`src/rtl/gpio_mask_pkg.sv`:
```
`timescale 1ns/1ps
// Package: shared types for the address-masked GPIO port.
// Assumes: nothing beyond IEEE 1800-2017.
package gpio_mask_pkg;

    // Region of the register space selected by one bus address.
    typedef enum logic [1:0] {
        RGN_NONE = 2'd0,
        RGN_DATA = 2'd1,
        RGN_DIR  = 2'd2
    } gpio_region_e;

endpackage

```
`src/rtl/gpio_addr_decode.sv`:
```
`timescale 1ns/1ps
// Module: gpio_addr_decode
// Splits a word address into a register region and a per-pin mask.
// The low PIN_COUNT word-address bits are the pin mask inside the
// data window. The direction register is the first word past the window.
// Assumes: the caller drops the byte-lane bits; WORD_W > PIN_COUNT.
module gpio_addr_decode
    import gpio_mask_pkg::*;
#(
    parameter int PIN_COUNT = 8,
    parameter int WORD_W    = 10
) (
    input  logic [WORD_W-1:0]    word_addr,
    output gpio_region_e         region,
    output logic [PIN_COUNT-1:0] pin_mask
);
    localparam int HI_W = WORD_W - PIN_COUNT;
    localparam logic [WORD_W-1:0] DIR_WORD = WORD_W'(1) << PIN_COUNT;

    logic [HI_W-1:0] upper_bits;

    assign upper_bits = word_addr[WORD_W-1:PIN_COUNT];
    assign pin_mask   = word_addr[PIN_COUNT-1:0];

    // Classify the address into data window, direction register or nothing.
    always_comb begin
        if (upper_bits == '0)
            region = RGN_DATA;
        else if (word_addr == DIR_WORD)
            region = RGN_DIR;
        else
            region = RGN_NONE;
    end

endmodule

```
`src/rtl/gpio_in_sync.sv`:
```
`timescale 1ns/1ps
// Module: gpio_in_sync
// Two-flop synchronizer for each pad input line.
// Assumes: pad inputs are asynchronous, one bit per line, no bus coherency.
module gpio_in_sync #(
    parameter int PIN_COUNT = 8,
    parameter int STAGES    = 2
) (
    input  logic                 clk,
    input  logic                 rst_n,
    input  logic [PIN_COUNT-1:0] async_in,
    output logic [PIN_COUNT-1:0] sync_out
);
    genvar g;
    generate
        for (g = 0; g < PIN_COUNT; g++) begin : g_line
            logic [STAGES-1:0] chain_q;

            // Shift the pad level through the synchronizer chain.
            always_ff @(posedge clk) begin
                if (!rst_n)
                    chain_q <= '0;
                else
                    chain_q <= {chain_q[STAGES-2:0], async_in[g]};
            end

            assign sync_out[g] = chain_q[STAGES-1];
        end
    endgenerate

endmodule

```
`src/rtl/gpio_port_regs.sv`:
```
`timescale 1ns/1ps
// Module: gpio_port_regs
// Holds the direction register and the per-pin output data bits.
// An output bit updates only when its pin is selected by the address
// mask and is currently an output.
// Assumes: write enables are single-cycle access-phase strobes.
module gpio_port_regs #(
    parameter int PIN_COUNT = 8
) (
    input  logic                 clk,
    input  logic                 rst_n,
    input  logic                 dir_we,
    input  logic                 data_we,
    input  logic [PIN_COUNT-1:0] pin_mask,
    input  logic [PIN_COUNT-1:0] wvalue,
    output logic [PIN_COUNT-1:0] dir_q,
    output logic [PIN_COUNT-1:0] out_q
);
    // Direction register: loaded whole on a direction write.
    always_ff @(posedge clk) begin
        if (!rst_n)
            dir_q <= '0;
        else if (dir_we)
            dir_q <= wvalue;
    end

    genvar g;
    generate
        for (g = 0; g < PIN_COUNT; g++) begin : g_pin
            logic bit_q;

            // Output bit: selected, output-mode pins take the written value.
            always_ff @(posedge clk) begin
                if (!rst_n)
                    bit_q <= 1'b0;
                else if (data_we && pin_mask[g] && dir_q[g])
                    bit_q <= wvalue[g];
            end

            assign out_q[g] = bit_q;
        end
    endgenerate

endmodule

```
`src/rtl/gpio_mask_port.sv`:
```
`timescale 1ns/1ps
// Module: gpio_mask_port (top)
// Eight-line GPIO port on an APB-style bus. Data is accessed through an
// address-masked window. Direction is held in one register. Inputs are
// synchronized before they are read. No wait states are inserted.
// Assumes: byte addressing with word-aligned accesses; synchronous
// active-low reset; the pad ring combines pad_oe and pad_out.
module gpio_mask_port
    import gpio_mask_pkg::*;
#(
    parameter int PIN_COUNT = 8,
    parameter int ADDR_W    = 12,
    parameter int DATA_W    = 32
) (
    input  logic                 clk,
    input  logic                 rst_n,
    input  logic                 psel,
    input  logic                 penable,
    input  logic                 pwrite,
    input  logic [ADDR_W-1:0]    paddr,
    input  logic [DATA_W-1:0]    pwdata,
    output logic [DATA_W-1:0]    prdata,
    output logic                 pready,
    input  logic [PIN_COUNT-1:0] pad_in,
    output logic [PIN_COUNT-1:0] pad_oe,
    output logic [PIN_COUNT-1:0] pad_out
);
    localparam int WORD_W = ADDR_W - 2;

    gpio_region_e         region;
    logic [PIN_COUNT-1:0] pin_mask;
    logic [PIN_COUNT-1:0] dir_q;
    logic [PIN_COUNT-1:0] out_q;
    logic [PIN_COUNT-1:0] sync_in;
    logic [PIN_COUNT-1:0] pin_level;
    logic                 wr_access;
    logic                 rd_select;
    logic                 unused_bus_bits;

    assign unused_bus_bits = ^{paddr[1:0], pwdata[DATA_W-1:PIN_COUNT]};

    gpio_addr_decode #(
        .PIN_COUNT (PIN_COUNT),
        .WORD_W    (WORD_W)
    ) u_decode (
        .word_addr (paddr[ADDR_W-1:2]),
        .region    (region),
        .pin_mask  (pin_mask)
    );

    gpio_in_sync #(
        .PIN_COUNT (PIN_COUNT),
        .STAGES    (2)
    ) u_sync (
        .clk      (clk),
        .rst_n    (rst_n),
        .async_in (pad_in),
        .sync_out (sync_in)
    );

    // Write strobe only in the access phase.
    assign wr_access = psel && penable && pwrite;
    // Read data is presented for the whole selected read transfer.
    assign rd_select = psel && !pwrite;

    gpio_port_regs #(
        .PIN_COUNT (PIN_COUNT)
    ) u_regs (
        .clk     (clk),
        .rst_n   (rst_n),
        .dir_we  (wr_access && (region == RGN_DIR)),
        .data_we (wr_access && (region == RGN_DATA)),
        .pin_mask(pin_mask),
        .wvalue  (pwdata[PIN_COUNT-1:0]),
        .dir_q   (dir_q),
        .out_q   (out_q)
    );

    // Per-pin level: the driven value for outputs, the sampled pad for inputs.
    assign pin_level = (dir_q & out_q) | (~dir_q & sync_in);

    // Read multiplexer: masked pin levels, direction, or zero.
    always_comb begin
        prdata = '0;
        if (rd_select) begin
            case (region)
                RGN_DATA: prdata[PIN_COUNT-1:0] = pin_level & pin_mask;
                RGN_DIR:  prdata[PIN_COUNT-1:0] = dir_q;
                default:  prdata = '0;
            endcase
        end
    end

    assign pready  = 1'b1;
    assign pad_oe  = dir_q;
    assign pad_out = out_q;

endmodule

```
`config.mk`:
```
export PLATFORM = sky130hd
export DESIGN_NAME = gpio_mask_port
export DESIGN_NICKNAME = d
export VERILOG_FILES = /design/src/rtl/gpio_mask_pkg.sv /design/src/rtl/gpio_addr_decode.sv /design/src/rtl/gpio_in_sync.sv /design/src/rtl/gpio_port_regs.sv /design/src/rtl/gpio_mask_port.sv
export SDC_FILE = /design/constraint.sdc
export NUM_CORES = 1
export LEC_CHECK = 0
export ABC_AREA = 1
export ABC_CLOCK_PERIOD_IN_PS = 1000
export BUFFER_PORTS_ARGS = -buffer_cell sky130_fd_sc_hd__buf_4
export CORE_ASPECT_RATIO = 1.1
export CORE_MARGIN = 3
export CORE_UTILIZATION = 45
export CTS_BUF_LIST = sky130_fd_sc_hd__clkbuf_4
export DETAILED_ROUTE_END_ITERATION = 10
export HOLD_SLACK_MARGIN = 0.03
export PLACE_DENSITY = 0.83
export SYNTH_ARGS = -nofsm -noshare
export SYNTH_HDL_FRONTEND = slang
export SYNTH_SLANG_ARGS = --single-unit
export TNS_END_PERCENT = 5
```
`constraint.sdc`:
```
create_clock -name clk -period 1 [get_ports clk]
set_input_delay 0.05 -clock clk [delete_from_list [all_inputs] [get_ports clk]]
set_output_delay 0.05 -clock clk [all_outputs]
set_load 0.01 [all_outputs]
```
**Word level (Yosys, flattened, before mapping)**

Cells that the tools add are included.

- Register bits after elaboration: 32
- Bits of input ports: 57
- Output and inout bits: 49
- Word-level logic and storage cells: 52

- Eq/ne operators: 3
- Mux-type cells: 4
- Bitwise gates (word level): 5
- Reduce and logical (&&, ||, !) cells: 23

Operator list:

| cell | count |
|---|---|
| $and 8x8->8 | 3 |
| $logic_and 1x1->1 | 21 |
| $pmux 8 s2 | 1 |
| $eq 10x9->1 const B | 1 |
| $mux 8 | 1 |
| $not 8->8 | 1 |
| $or 8x8->8 | 1 |
| $mux 2 | 2 |
| $eq 2x1->1 const B | 1 |
| $eq 2x2->1 const B | 1 |
| $logic_not 2->1 | 1 |
| $logic_not 1->1 | 1 |

**Longest topological paths before layout**

Gate-level depths: netlist of run 1.

- Depth in word-level cells: 7
- Depth in mapped cells: 7
- Gate-level depth less buffers: 7

**Cells and area by module**

Synthesis of run 1 repeated with hierarchy kept, for this count alone.

- Cell total of the unflattened synthesis: 295
- Area total of the unflattened synthesis: 1,959.4 µm²

Modules (own cells, without submodules):

| module | times used | cells each | area each (µm²) | seq. area each (µm²) |
|---|---|---|---|---|
| gpio_port_regs | 1 | 99 | 696.9 | 320.3 |
| gpio_mask_port | 1 | 120 | 619.3 | 0.0 |
| gpio_in_sync | 1 | 58 | 544.3 | 320.3 |
| gpio_addr_decode | 1 | 18 | 98.8 | 0.0 |

**Worst setup path after synthesis of run 1**

Ideal clock, no wire load.

- Kind: flip-flop to output port
- Start point: register u_regs.dir_q[0]
- End point: output port prdata[0]
- Arrival time: 0.915 ns
- Data required time: 0.950 ns
- Slack: 0.035 ns
- Stages on the path, launching flop included: 5
- Buffers on the path: 0
- Path through: dfxtp_1 nor2_1 a21oi_1 nand3_1 a21oi_1

- Word-level cells in the longest chain between the ends: 6
- Elaborated cells on any way between the ends: 7
- Those cells by class: mux (2); bitwise (5)

RTL lines:

| what | line | RTL |
|---|---|---|
| start: declaration | gpio_port_regs.sv:16 | `output logic [PIN_COUNT-1:0] dir_q,` |
| start signal: assignment | gpio_port_regs.sv:24 | `dir_q <= wvalue;` |
| $not 8->8 | gpio_mask_port.sv:80 | `assign pin_level = (dir_q & out_q) \| (~dir_q & sync_in);` |
| $and 8x8->8 | gpio_mask_port.sv:80 |  |
| $or 8x8->8 | gpio_mask_port.sv:80 |  |
| $and 8x8->8 | gpio_mask_port.sv:87 | `RGN_DATA: prdata[PIN_COUNT-1:0] = pin_level & pin_mask;` |
| $pmux 8 s2 * | gpio_mask_port.sv:86 | `case (region)` |
| $mux 8 * | gpio_mask_port.sv:85 | `if (rd_select) begin` |
| end: declaration | gpio_mask_port.sv:22 | `output logic [DATA_W-1:0] prdata,` |

Every way passes the cells marked *; elsewhere a longest branch is shown, timed or not.

**Final worst setup path of run 1**

- Start point: register u_regs.dir_q[2]
- End point: output port prdata[2]

The elaborated chain is that of the path after synthesis.

==> results of run 1 <==
[final cells by class]
class	instances	area (um^2)
sequential	32	665.6
multi-input combinational	169	818.3
timing repair buffer	98	809.5
fill	303	1165
inverter	36	135.1
clock inverter	1	3.754
clock buffer	7	52.55
tap	50	62.56
[metrics by stage]
stage / setup TNS [ns] / setup WS [ns]
finish: -2.447 / -0.3288
global route: -3.399 / -0.4186
CTS: -2.349 / -0.3042
detailed placement: -2.065 / -0.1849
global placement: -2.224 / -0.1911
floorplan: 0 / 0.03485
[worst register-to-register path, cell delays in order (launching register included)]
cell     delay (ns)
dfxtp_4        0.39
buf_4          0.12
nand3_2        0.08
nand2_1        0.07
nand2_1        0.04
nor2_1         0.11
[metal layers]
metal / global-route usage / vias to the layer above / part of all wire
li1: - / 900 / -
met1: 0.2359 / 757 / 0.41
met2: 0.3452 / 90 / 0.48
met3: 0.07053 / 8 / 0.086
met4: 0.08756 / 0 / 0.017
met5: 0 / - / 0
[sequential cells by signal, indices dropped and copies added (netlist names)]
name / flops
u_sync.g_line.chain_q: 16
u_regs.dir_q: 8
u_regs.g_pin.bit_q: 8
[timing repair]
item                                    CTS  global route
endpoints found under the setup margin   14            14
endpoints found under the hold margin    16             0
hold buffers                             16             0
gates resized for setup                  18            13
setup buffers                             2             0
pin swaps                                14             3
[kinds of logic after synthesis]
family                 after synthesis
DFF                                 32
and+or+nand+nor                    120
buffers and inverters               74
other                                2
AOI/OAI and AO/OA                   24
[how the worst max path moves through the flow]
stage | start | to | depth (start not counted)
floorplan | u_regs.dir_q[0] | prdata[0] | 4
global placement | paddr[3] | prdata[0] | 7
detailed placement | paddr[3] | prdata[0] | 7
CTS | u_regs.g_pin[0].bit_q | prdata[0] | 5
global route | u_regs.g_pin[0].bit_q | prdata[0] | 5
finish | u_regs.dir_q[2] | prdata[2] | 5
[layout by cell type (no fill, tap or decap)]
| master | n |
|---|---|
| a21oi_1 | 19 |
| a21oi_2 | 4 |
| buf_4 | 73 |
| buf_6 | 9 |
| clkbuf_4 | 7 |
| clkinv_1 | 1 |
| conb_1 | 25 |
| dfxtp_1 | 18 |
| dfxtp_2 | 11 |
| dfxtp_4 | 3 |
| dlygate4sd3_1 | 16 |
| inv_1 | 34 |
| inv_2 | 2 |
| nand2_1 | 52 |
| nand3_1 | 7 |
| nand3_2 | 11 |
| nand4_1 | 8 |
| nor2_1 | 36 |
| nor2_2 | 3 |
| nor2_4 | 2 |
| nor2_8 | 1 |
| o21a_1 | 1 |
[power by group through the flow]
| stage | registers [W] | logic [W] | clock network (W) |
|---|---|---|---|
| after detailed placement | 0.00134 | 0.000320 | 0 |
| after floorplan | 0.00134 | 0.000215 | 0 |
| final | 0.00130 | 0.000384 | 0.000758 |
| after global routing | 0.00131 | 0.000421 | 0.000844 |
| after CTS | 0.00131 | 0.000372 | 0.000763 |
| after global placement | 0.00134 | 0.000316 | 0 |
==> summary.md, run 1 <==
| Metric | Value |
|---|---|
| Run status | finished, violations left |
| Failing checks | setup timing |
| Layout cells sized above 1 | 0.3673 |
| Sequential-to-total area share from yosys stat | 0.3631 |
| Netlist cell types | 20 |
| Endpoints failing hold | 0 |
| Worst setup EP type | primary output |
| Global-route usage over all layers | 0.2059 |
| Die width | around 66 um |
| Post-synthesis xor/xnor area fraction | 0 |
| Cells along the critical path | nor2_1 > a21oi_1 > nand3_1 > a21oi_2 > buf_4 |
| Warning count from the yosys run | 0 |
| Worst Reg2Reg Path Length in Cells | 5 |
| Nets | ~400 |
| DR iter-0 viols | 114 |
| Initial Utilization | 0.4752 |
| Area grow syn2layout | 44.40% |
| IO Pins | 106 |
| Sw power | 0.0006429 W |
| Post-synth ARST share | 0 |
| Compound-Gate Fraction of Synth Area | 0.07163 |
| Fin. max-slew vios | 0 |
| ANT cells | 0 |
| Main combinational cell family by area after synthesis | simple AND/OR/NAND/NOR gates |
| Hold path depth | 3 |
| First-pass GRT wire length | 7438 um |
| Vias in the first global route | 1685 |
| Drt total wl | 4627 um |
| CTS tree | yes |
| Worst-Skew Late Latency | 0.34 ns |
| Top Family by Delay on Critical Path | flip-flops |
| Hold crit path type | input port to flip-flop |
| Timing-limited maximum frequency | 752.6 MHz |
| Critical path's slowest cell | dfxtp_2 |
| Reg2reg setup slack | 0.10 ns |
| Clk_skew | roughly 0.014 ns |
| Clock root buffer | clkbuf_4 |
| Worst Min Path Start | rst_n |
| Internal | 0.001802 W |
| Max-cap violations | 0 |
| Bufs and invs on worst path | 1 |
| Flop pwr share | 0.533 |
| Synth Area per Inst | between 7 and 8 um^2 |
| Final core occ | 0.6862 |
| Area after DPL | roughly 0.0022 mm^2 |
| Die Height | 71.67 um |
| Routability cong. | 0.8144 |
| Placed cell count | 367 |
| Crit path largest cell delay | 0.37 ns |
| Pwr dens | 959.6 mW/mm^2 |
| Arr. time, crit path | roughly 1.3 ns |
| CORE AREA | 0.003712 mm^2 |
| CP Class | flip-flop to primary output |
| RSZ-0062 raised after global routing | yes |
| Cell count after synthesis | 252 |
| Commonest cells post-synth | nand2_1 (52), nor2_1 (37), inv_1 (34) |
| Routed WL per cell | 11.77 um |
| Routed Antenna Nets | 0 |
| Input/output buffers | 54 |
| Initial antenna violation count | 0 |
| Num rows | 23 |
| Worst r2r src | u_regs.dir_q[7] |
| Final cell count without fillers | 393 |
| Final hold slack | about 0.094 ns |
| Power share of the clock group | 0.310 |
| Critical Path RT | 0.95 ns |
| Synth area leaders | dfxtp_1 (36%), buf_4 (14%), nand2_1 (11%), nor2_1 (7.9%), inv_1 (7.2%) |
| Period utilization | 1.329 |
| Overall Power | 0.002445 W |
| EDFF count, synth | 0 |
| Worst setup margin | -0.3288 ns |
| Yosys top cell area share | 0.3631 |
| Most frequent cell after synthesis | nand2_1 |
| Mux share of post-synthesis cell area | 0 |
| Simple-Gate Fraction of Synth Area | 0.3284 |
| Gate power share | 0.157 |
| H-tree levels | 2 |
| Vias per Instance | approximately 4.5 |
| Residual DRC count | 0 |
| Hold EP | u_regs.g_pin[5].bit_q |
| CP Launch Type | flip-flop |
| Post-DP HPWL | slightly above 3000 um |
| Post-synth top flop | dfxtp_1 |
| R2r endpoint | u_regs.g_pin[7].bit_q |
| Critical path peak fanout | 4 |
| Sw Ratio | 0.2630 |
| Post-layout instance area | 0.002547 mm^2 |
| Post-Syn Area | 0.001764 mm^2 |
| Leakage | 1.354 nW |
| Vias | 1755 |
| Largest net degree at the start of global routing | 33 |
| GR Overflow Total | 0 |
| Clock tree buffer depth | 2 |
| Clk sinks | 32 |
| Die ar. | 0.004709 mm^2 |
| Final min period | 1.329 ns |
| First drt pass iteration count | 5 |
| Area leader, netlist | dfxtp_1 |
| Clock transition at the registers of the reported paths | 0.11 ns |
| Flip-flop and latch count after synthesis | 32 |
| Post-Synth Adder-Cell Area | 0 |
| Peak supply drop | ~0.00065 V |
| Num CTS Buffers | 5 |
| Setup Viol. Count Final | 10 |
Power figures use the tool's default switching activity.
==> inputs of run 2 (changes only) <==
--- a/config.mk
+++ b/config.mk
@@ -5,16 +5,16 @@
 export SDC_FILE = /design/constraint.sdc
 export NUM_CORES = 1
 export LEC_CHECK = 0
-export ABC_AREA = 1
+export ABC_AREA = 0
 export ABC_CLOCK_PERIOD_IN_PS = 1000
 export BUFFER_PORTS_ARGS = -buffer_cell sky130_fd_sc_hd__buf_4
 export CORE_ASPECT_RATIO = 1.1
 export CORE_MARGIN = 3
-export CORE_UTILIZATION = 45
+export CORE_UTILIZATION = 43
 export CTS_BUF_LIST = sky130_fd_sc_hd__clkbuf_4
 export DETAILED_ROUTE_END_ITERATION = 10
 export HOLD_SLACK_MARGIN = 0.03
-export PLACE_DENSITY = 0.83
+export PLACE_DENSITY = 0.81
 export SYNTH_ARGS = -nofsm -noshare
 export SYNTH_HDL_FRONTEND = slang
 export SYNTH_SLANG_ARGS = --single-unit
==> summary.md, run 2 <==
| Metric | Value |
|---|---|
| Residual DRC count | 0 (unchanged) |
| R2r endpoint | u_regs.g_pin[6].bit_q |
| Post-Syn Area | 0.001634 mm^2 (-7.4%) |
| Drt total wl | 4017 um (-13%) |
| Die Height | 70.66 um (-1.4%) |
| Post-layout instance area | 0.002420 mm^2 (-5.0%) |
| Most common cell after layout, fill and taps aside | buf_4 |
| Layout cells sized above 1 | 0.4556 (+0.08825) |
| Clk_skew | 0.009181 ns (-0.005051 ns) |
| Crit path largest cell delay | 0.35 ns (-0.02 ns) |
| Max-cap violations | 0 (unchanged) |
| Flip-flop and latch count after synthesis | 32 (unchanged) |
| Die width | 64.78 um (-1.4%) |
| Final min period | 1.330 ns (+0.001220 ns) |
| FILL cells | 260 (-14%) |
| CP Launch Type | flip-flop |
| Input/output buffers | 54 (unchanged) |
| Nets | 316 (-21%) |
| Clock root buffer | clkbuf_4 |
| ANT cells | 0 (unchanged) |
| RSZ-0062 raised after global routing | yes |
| Clk sinks | 32 (unchanged) |
| Initial antenna violation count | 0 (unchanged) |
| Critical path peak fanout | 2 (-2) |
| CORE AREA | 0.003496 mm^2 (-5.8%) |
| Endpoints failing hold | 0 (unchanged) |
| Reg2reg setup slack | 0.18 ns (+0.08 ns) |
| Clock transition at the registers of the reported paths | 0.09 ns (-0.02 ns) |
| DR iter-0 viols | 89 (-22%) |
| Pwr dens | 984.6 mW/mm^2 (+2.6%) |
| Area grow syn2layout | 48.09% |
| Warning count from the yosys run | 0 (unchanged) |
| Worst Reg2Reg Path Length in Cells | 3 (-2) |
| Timing-limited maximum frequency | 751.9 MHz (about the same) |
| IO Pins | 106 (unchanged) |
| Top Family by Delay on Critical Path | flip-flops |
| Most frequent cells in the layout | buf_4 (68), conb_1 (25), nand2_1 (24), dfxtp_1 (23) |
| Area leader, netlist | dfxtp_1 |
| Final hold slack | 0.06142 ns (-0.03289 ns) |
| Post-synth top flop | dfxtp_1 |
| Top Registers | u_sync.g_line.chain_q (16), u_regs.dir_q (8), u_regs.g_pin.bit_q (8) |
| Vias per Instance | 4.681 (+4.8%) |
| Sum Neg Setup Slack | -2.556 ns (-0.1091 ns) |
| Run status | finished, violations left |
| Num CTS Buffers | 5 (unchanged) |
| Hold EP | u_regs.g_pin[0].bit_q |
| Worst r2r src | u_regs.dir_q[6] |
| Vias | 1437 (-18%) |
| Largest net degree at the start of global routing | 41 (+24%) |
| Worst-Skew Late Latency | 0.33 ns (about the same) |
| First-pass GRT wire length | 6141 um (-17%) |
| EDFF count, synth | 0 (unchanged) |
| Routed Antenna Nets | 0 (unchanged) |
| Commonest cells post-synth | buf_4 (33), dfxtp_1 (32), nand2_1 (24) |
| Worst slack, placed | -0.2003 ns (-0.01544 ns) |
| Worst Min Path Start | paddr[2] |
| Routability cong. | 0.7609 (-6.6%) |
| Critical path's slowest cell | dfxtp_2 |
| First drt pass iteration count | 4 (-1) |
| Die ar. | 0.004577 mm^2 (-2.8%) |
| Most frequent cell after synthesis | buf_4 |
| Max reg flops | 16 (unchanged) |
| Arr. time, crit path | 1.28 ns (about the same) |
| Fin. max-slew vios | 0 (unchanged) |
| Worst setup EP type | primary output |
| Leakage | 1.161 nW (-14%) |
| Hold crit path type | input port to flip-flop |
| Post-synth ARST share | 0 (unchanged) |
| Worst Setup SP | u_regs.dir_q[1] |
| Cell count after synthesis | 178 (-29%) |
| CP Class | flip-flop to primary output |
| Setup Viol. Count Final | 8 (-2) |
| Netlist cell types | 19 (-5.0%) |
| Synth Area per Inst | 9.180 um^2 (+31%) |
| Clock tree buffer depth | 2 (unchanged) |
| Worst setup margin | -0.3300 ns (-0.001220 ns) |
| Period utilization | 1.330 (about the same) |
| GR Overflow Total | 0 (unchanged) |
| Bufs and invs on worst path | 1 (unchanged) |
| Hold path depth | 3 (unchanged) |
| Peak supply drop | 0.0005323 V (-18%) |
| Reg with most FFs | u_sync.g_line.chain_q |
| Overall Power | 0.002382 W (-2.5%) |
| Synth area leaders | dfxtp_1 (39%), buf_4 (15%), mux2i_1 (9.8%), and2_1 (6.1%), nand4_1 (6.1%) |
| Area after DPL | 0.002072 mm^2 (-7.4%) |
| CTS tree | yes |
| Vias in the first global route | 1350 (-20%) |
| Failing checks | setup timing |
| Critical Path RT | 0.95 ns (about the same) |
| Sequential-to-total area share from yosys stat | 0.3920 (+0.02892) |
| Routed WL per cell | 13.08 um (+11%) |
| Initial Utilization | 0.4674 (-0.007797) |
| Yosys top cell area share | 0.3920 (+0.02892) |
| Global-route usage over all layers | 0.1720 (-0.03387) |
| H-tree levels | 2 (unchanged) |
| Num rows | 22 (-4.3%) |
| Post-DP HPWL | 2687 um (-11%) |
| Cells along the critical path | mux2_4 > nand3_2 > a21oi_2 > buf_4 |
## run 2: cell types whose count changed after synthesis, sizes merged, moves of 2 or more
cell	previous run	this run
nor4	0	2
mux2i	0	16
nand2	52	24
inv	36	0
nand4	8	17
and2	0	16
mux2	0	8
nand3	18	8
clkbuf	2	6
nor2	42	1
a21oi	23	8
## run 2: metrics by stage
step / cells / utilization
floorplan: 201 / -
global placement: 284 / 0.5927
detailed placement: 284 / 0.5927
CTS: 307 / 0.6833
global route: 307 / 0.6922
finish: 307 / 0.6922
## run 2: layer usage
metal,vias to the layer above,GRT usage,share of wire
met4,0,0.06808,0.012
met3,6,0.05079,0.077
met1,652,0.2055,0.42
met5,-,0,0
li1,714,-,-
met2,65,0.2875,0.49
## run 2: tightest hold or removal path: stages
cell,delay (ns)
buf_4,0.13
nand4_1,0.10
mux2i_1,0.07
## run 2: timing repair
item,CTS,global route
resized for setup,31,9
hold buffers,16,0
pin swaps,9,4
hold endpoints to repair,24,0
setup buffers,1,0
setup endpoints to repair,12,16
## run 2: power breakdown
part | total, W | switching, W | internal, W | leakage (nW)
registers | 0.00131 | 0.00000697 | 0.00130 | 0.266
clock network | 0.000697 | 0.000411 | 0.000285 | 0.0315
logic | 0.000376 | 0.000185 | 0.000191 | 0.863
total | 0.00238 | 0.000603 | 0.00178 | 1.16
## run 2: worst max-delay path by stage
stage | end | slack (ns) | cells past startpoint
floorplan | u_regs.dir_q[0] | -0.05 | 3
global placement | u_regs.dir_q[3] | -0.17 | 5
detailed placement | u_regs.dir_q[7] | -0.20 | 5
CTS | prdata[7] | -0.33 | 4
global route | prdata[7] | -0.38 | 4
finish | prdata[1] | -0.33 | 4
## run 2: final cells by class
class,count,area (um^2),share of cell area
timing repair buffer,92,760.7,0.3144
clock inverter,1,5.005,0.002068
sequential,32,651.9,0.2694
tap,48,60.06,0.02482
clock buffer,6,45.04,0.01861
multi-input combinational,128,897.1,0.3707
## run 2: logic make-up after synthesis
logic type,count (synthesis),synth area share
AOI/OAI and AO/OA,8,0.02450
buffers and inverters,41,0.1707
and+or+nand+nor,71,0.2550
DFF,32,0.3920
other,2,0.004596
muxes,24,0.1531
==> inputs of run 3 (changes only) <==
--- a/config.mk
+++ b/config.mk
@@ -6,7 +6,7 @@
 export NUM_CORES = 1
 export LEC_CHECK = 0
 export ABC_AREA = 0
-export ABC_CLOCK_PERIOD_IN_PS = 1000
+export ABC_CLOCK_PERIOD_IN_PS = 1500
 export BUFFER_PORTS_ARGS = -buffer_cell sky130_fd_sc_hd__buf_4
 export CORE_ASPECT_RATIO = 1.1
 export CORE_MARGIN = 3
@@ -15,6 +15,7 @@
 export DETAILED_ROUTE_END_ITERATION = 10
 export HOLD_SLACK_MARGIN = 0.03
 export PLACE_DENSITY = 0.81
+export REMOVE_ABC_BUFFERS = 1
 export SYNTH_ARGS = -nofsm -noshare
 export SYNTH_HDL_FRONTEND = slang
 export SYNTH_SLANG_ARGS = --single-unit
==> constraint.sdc (replaced) <==
create_clock -name clk -period 1.5 [get_ports clk]
set_input_delay 0.075 -clock clk [delete_from_list [all_inputs] [get_ports clk]]
set_output_delay 0.075 -clock clk [all_outputs]
set_load 0.01 [all_outputs]
==> summary.md, run 3 (synthesized netlist as in run 2, its figures left out) <==
| Metric | Value |
|---|---|
| Run status | finished clean |
| Most common cell after layout, fill and taps aside | buf_4 |
| Leakage | 1.040 nW (-10%) |
| CORE AREA | 0.003496 mm^2 (unchanged) |
| Placed cell count | 267 (-6.0%) |
| Top Registers | u_sync.g_line.chain_q (16), u_regs.dir_q (8), u_regs.g_pin.bit_q (8) |
| Clk_skew | 0.002897 ns (-0.006284 ns) |
| Hold path depth | 3 (unchanged) |
| Num CTS Buffers | 5 (unchanged) |
| Peak supply drop | 0.0005679 V (+6.7%) |
| CTS tree | yes |
| RSZ-0062 raised after global routing | yes |
| Worst r2r src | u_regs.dir_q[5] |
| Worst Min Path Start | pwdata[1] |
| Internal | 0.001133 W (-36%) |
| Die ar. | 0.004577 mm^2 (unchanged) |
| Initial Utilization | 0.4674 (unchanged) |
| Critical path peak fanout | 5 (+3) |
| Worst Reg2Reg Path Length in Cells | 2 (-1) |
| Nets | 297 (-6.0%) |
| Final hold slack | 0.03663 ns (-0.02479 ns) |
| Area grow syn2layout | 31.24% |
| IO Pins | 106 (unchanged) |
| First drt pass iteration count | 4 (unchanged) |
| Most frequent cells in the layout | buf_4 (59), conb_1 (25), nand2_1 (24), dfxtp_1 (24) |
| Final min period | 1.450 ns |
| Power share of the clock group | 0.284 (-0.008) |
| CP Class | flip-flop to primary output |
| Input/output buffers | 54 (unchanged) |
| Flop pwr share | 0.575 (+0.025) |
| Vias in the first global route | 1282 (-5.0%) |
| Clock root buffer | clkbuf_4 |
| H-tree levels | 2 (unchanged) |
| ANT cells | 0 (unchanged) |
| Routed WL per cell | 12.48 um (-4.7%) |
| Reg2reg setup slack | 0.75 ns (+0.57 ns) |
| Hold EP | u_regs.dir_q[1] |
| Clock transition at the registers of the reported paths | 0.09 ns (about the same) |
| Routability cong. | 0.7852 (+3.2%) |
| Max-cap violations | 0 (unchanged) |
| Num rows | 22 (unchanged) |
| Fin. max-slew vios | 0 (unchanged) |
| Vias | 1366 (-4.9%) |
| Sw power | 0.0003769 W (-37%) |
| R2r endpoint | u_regs.g_pin[5].bit_q |
| GR Overflow Total | 0 (unchanged) |
| Worst-Skew Late Latency | 0.32 ns (about the same) |
| Sum Neg Setup Slack | 0 ns (+2.556 ns) |
| Final cell count without fillers | 288 (-6.2%) |
| Vias per Instance | 4.743 (+1.3%) |
| Die Height | 70.66 um (unchanged) |
| Gate power share | 0.141 (-0.017) |
| Worst setup EP type | primary output |
| Residual DRC count | 0 (unchanged) |
| Die width | 64.78 um (unchanged) |
| Routed Antenna Nets | 0 (unchanged) |
| First-pass GRT wire length | 5568 um (-9.3%) |
| Initial antenna violation count | 0 (unchanged) |
| Pwr dens | 704.2 mW/mm^2 (-28%) |
| CP Launch Type | flip-flop |
| FILL cells | 330 (+27%) |
| # Post-CTS Setup Buffers | 0 (-1) |
| Post-DP HPWL | 2520 um (-6.2%) |
| Global-route usage over all layers | 0.1561 (-0.01593) |
| Critical Path RT | 1.42 ns (+0.47 ns) |
| Arr. time, crit path | 1.37 ns (+0.09 ns) |
| Endpoints failing hold | 0 (unchanged) |
| Sw Ratio | 0.2495 (-0.003561) |
| Clk sinks | 32 (unchanged) |
| Max reg flops | 16 (unchanged) |
| Hold crit path type | input port to flip-flop |
| DR iter-0 viols | 77 (-13%) |
| Layout cells sized above 1 | 0.3458 (-0.1098) |
| Period utilization | 0.9666 |
| Reg with most FFs | u_sync.g_line.chain_q |
| Largest net degree at the start of global routing | 41 (unchanged) |
| Timing-limited maximum frequency | between 600 and 700 MHz |
| Clock tree buffer depth | 2 (unchanged) |
| Setup Viol. Count Final | 0 (-8) |
| Drt total wl | 3593 um (-11%) |
[run 3: cell types whose count changed in the layout (fill, tap and decap cells not counted), moves of 7 or more]
| cell | delta |
|---|---|
| buf_4 | -9 |
| buf_6 | -8 |
| mux2_2 | +8 |
| mux2_4 | -8 |
| nand3_1 | +8 |
| nand3_2 | -8 |
| a21oi_1 | +7 |
| a21oi_2 | -7 |
[run 3: worst max-delay path by stage]
stage / from / end / slack (ns) / cells after the start
after floorplan: paddr[5] / u_regs.dir_q[0] / 0.40 / 3
after global placement: paddr[7] / u_regs.dir_q[3] / 0.20 / 5
after detailed placement: paddr[7] / u_regs.dir_q[1] / 0.20 / 5
after CTS: u_regs.dir_q[4] / prdata[4] / 0.003 / 4
after global routing: u_regs.dir_q[1] / prdata[1] / -0.006 / 4
final: u_regs.dir_q[5] / prdata[5] / 0.05 / 4
[run 3: critical path, stage by stage, from the launching register on]
cell     delay [ns]
dfxtp_2        0.38
mux2_2         0.34
nand3_1        0.08
a21oi_1        0.08
buf_4          0.16
[run 3: metrics by stage]
step                      utilization  instance area [um^2]  setup slack, ns  total power, W
after floorplan                     -                  1441           0.3991       0.0009677
final                          0.6135                  2145          0.05016        0.001510
after global placement         0.5562                  1944           0.1987        0.001072
after detailed placement       0.5562                  1944           0.1960        0.001075
after CTS                      0.6074                  2123         0.002549        0.001524
after global routing           0.6135                  2145        -0.006152        0.001580
[run 3: what timing repair did]
item,CTS,global route
hold buffers,13,1
gates resized for setup,3,7
endpoints found under the setup margin,3,6
hold endpoints to repair,14,1
pin swaps,0,0
[run 3: routing by layer]
layer	part of all wire	track usage	routed length (um)	vias to the layer above
li1	-	-	-	676
met1	0.38	0.1678	1374	620
met2	0.51	0.2705	1840	55
met3	0.071	0.04603	254	15
met4	0.034	0.08685	123	0
met5	0	0	0	-
[run 3: layout make-up]
| class | count | area [um^2] | share of cell area |
|---|---|---|---|
| Clock buffer | 5 | 37.54 | 0.01750 |
| Clock inverter | 2 | 7.507 | 0.003501 |
| Multi-Input combinational cell | 128 | 800.8 | 0.3734 |
| Sequential cell | 32 | 655.6 | 0.3057 |
| Tap cell | 48 | 60.06 | 0.02800 |
| Timing Repair Buffer | 73 | 583.1 | 0.2719 |
[run 3: power groups by stage]
| stage | clock (W) | combinational, W | sequential (W) |
|---|---|---|---|
| 2_1_floorplan | 0 | 0.0000766 | 0.000891 |
| 3_3_place_gp | 0 | 0.000180 | 0.000892 |
| 3_5_place_dp | 0 | 0.000182 | 0.000893 |
| 4_1_cts | 0.000442 | 0.000209 | 0.000873 |
| 5_1_grt | 0.000474 | 0.000235 | 0.000872 |
| 6_report | 0.000428 | 0.000213 | 0.000869 |
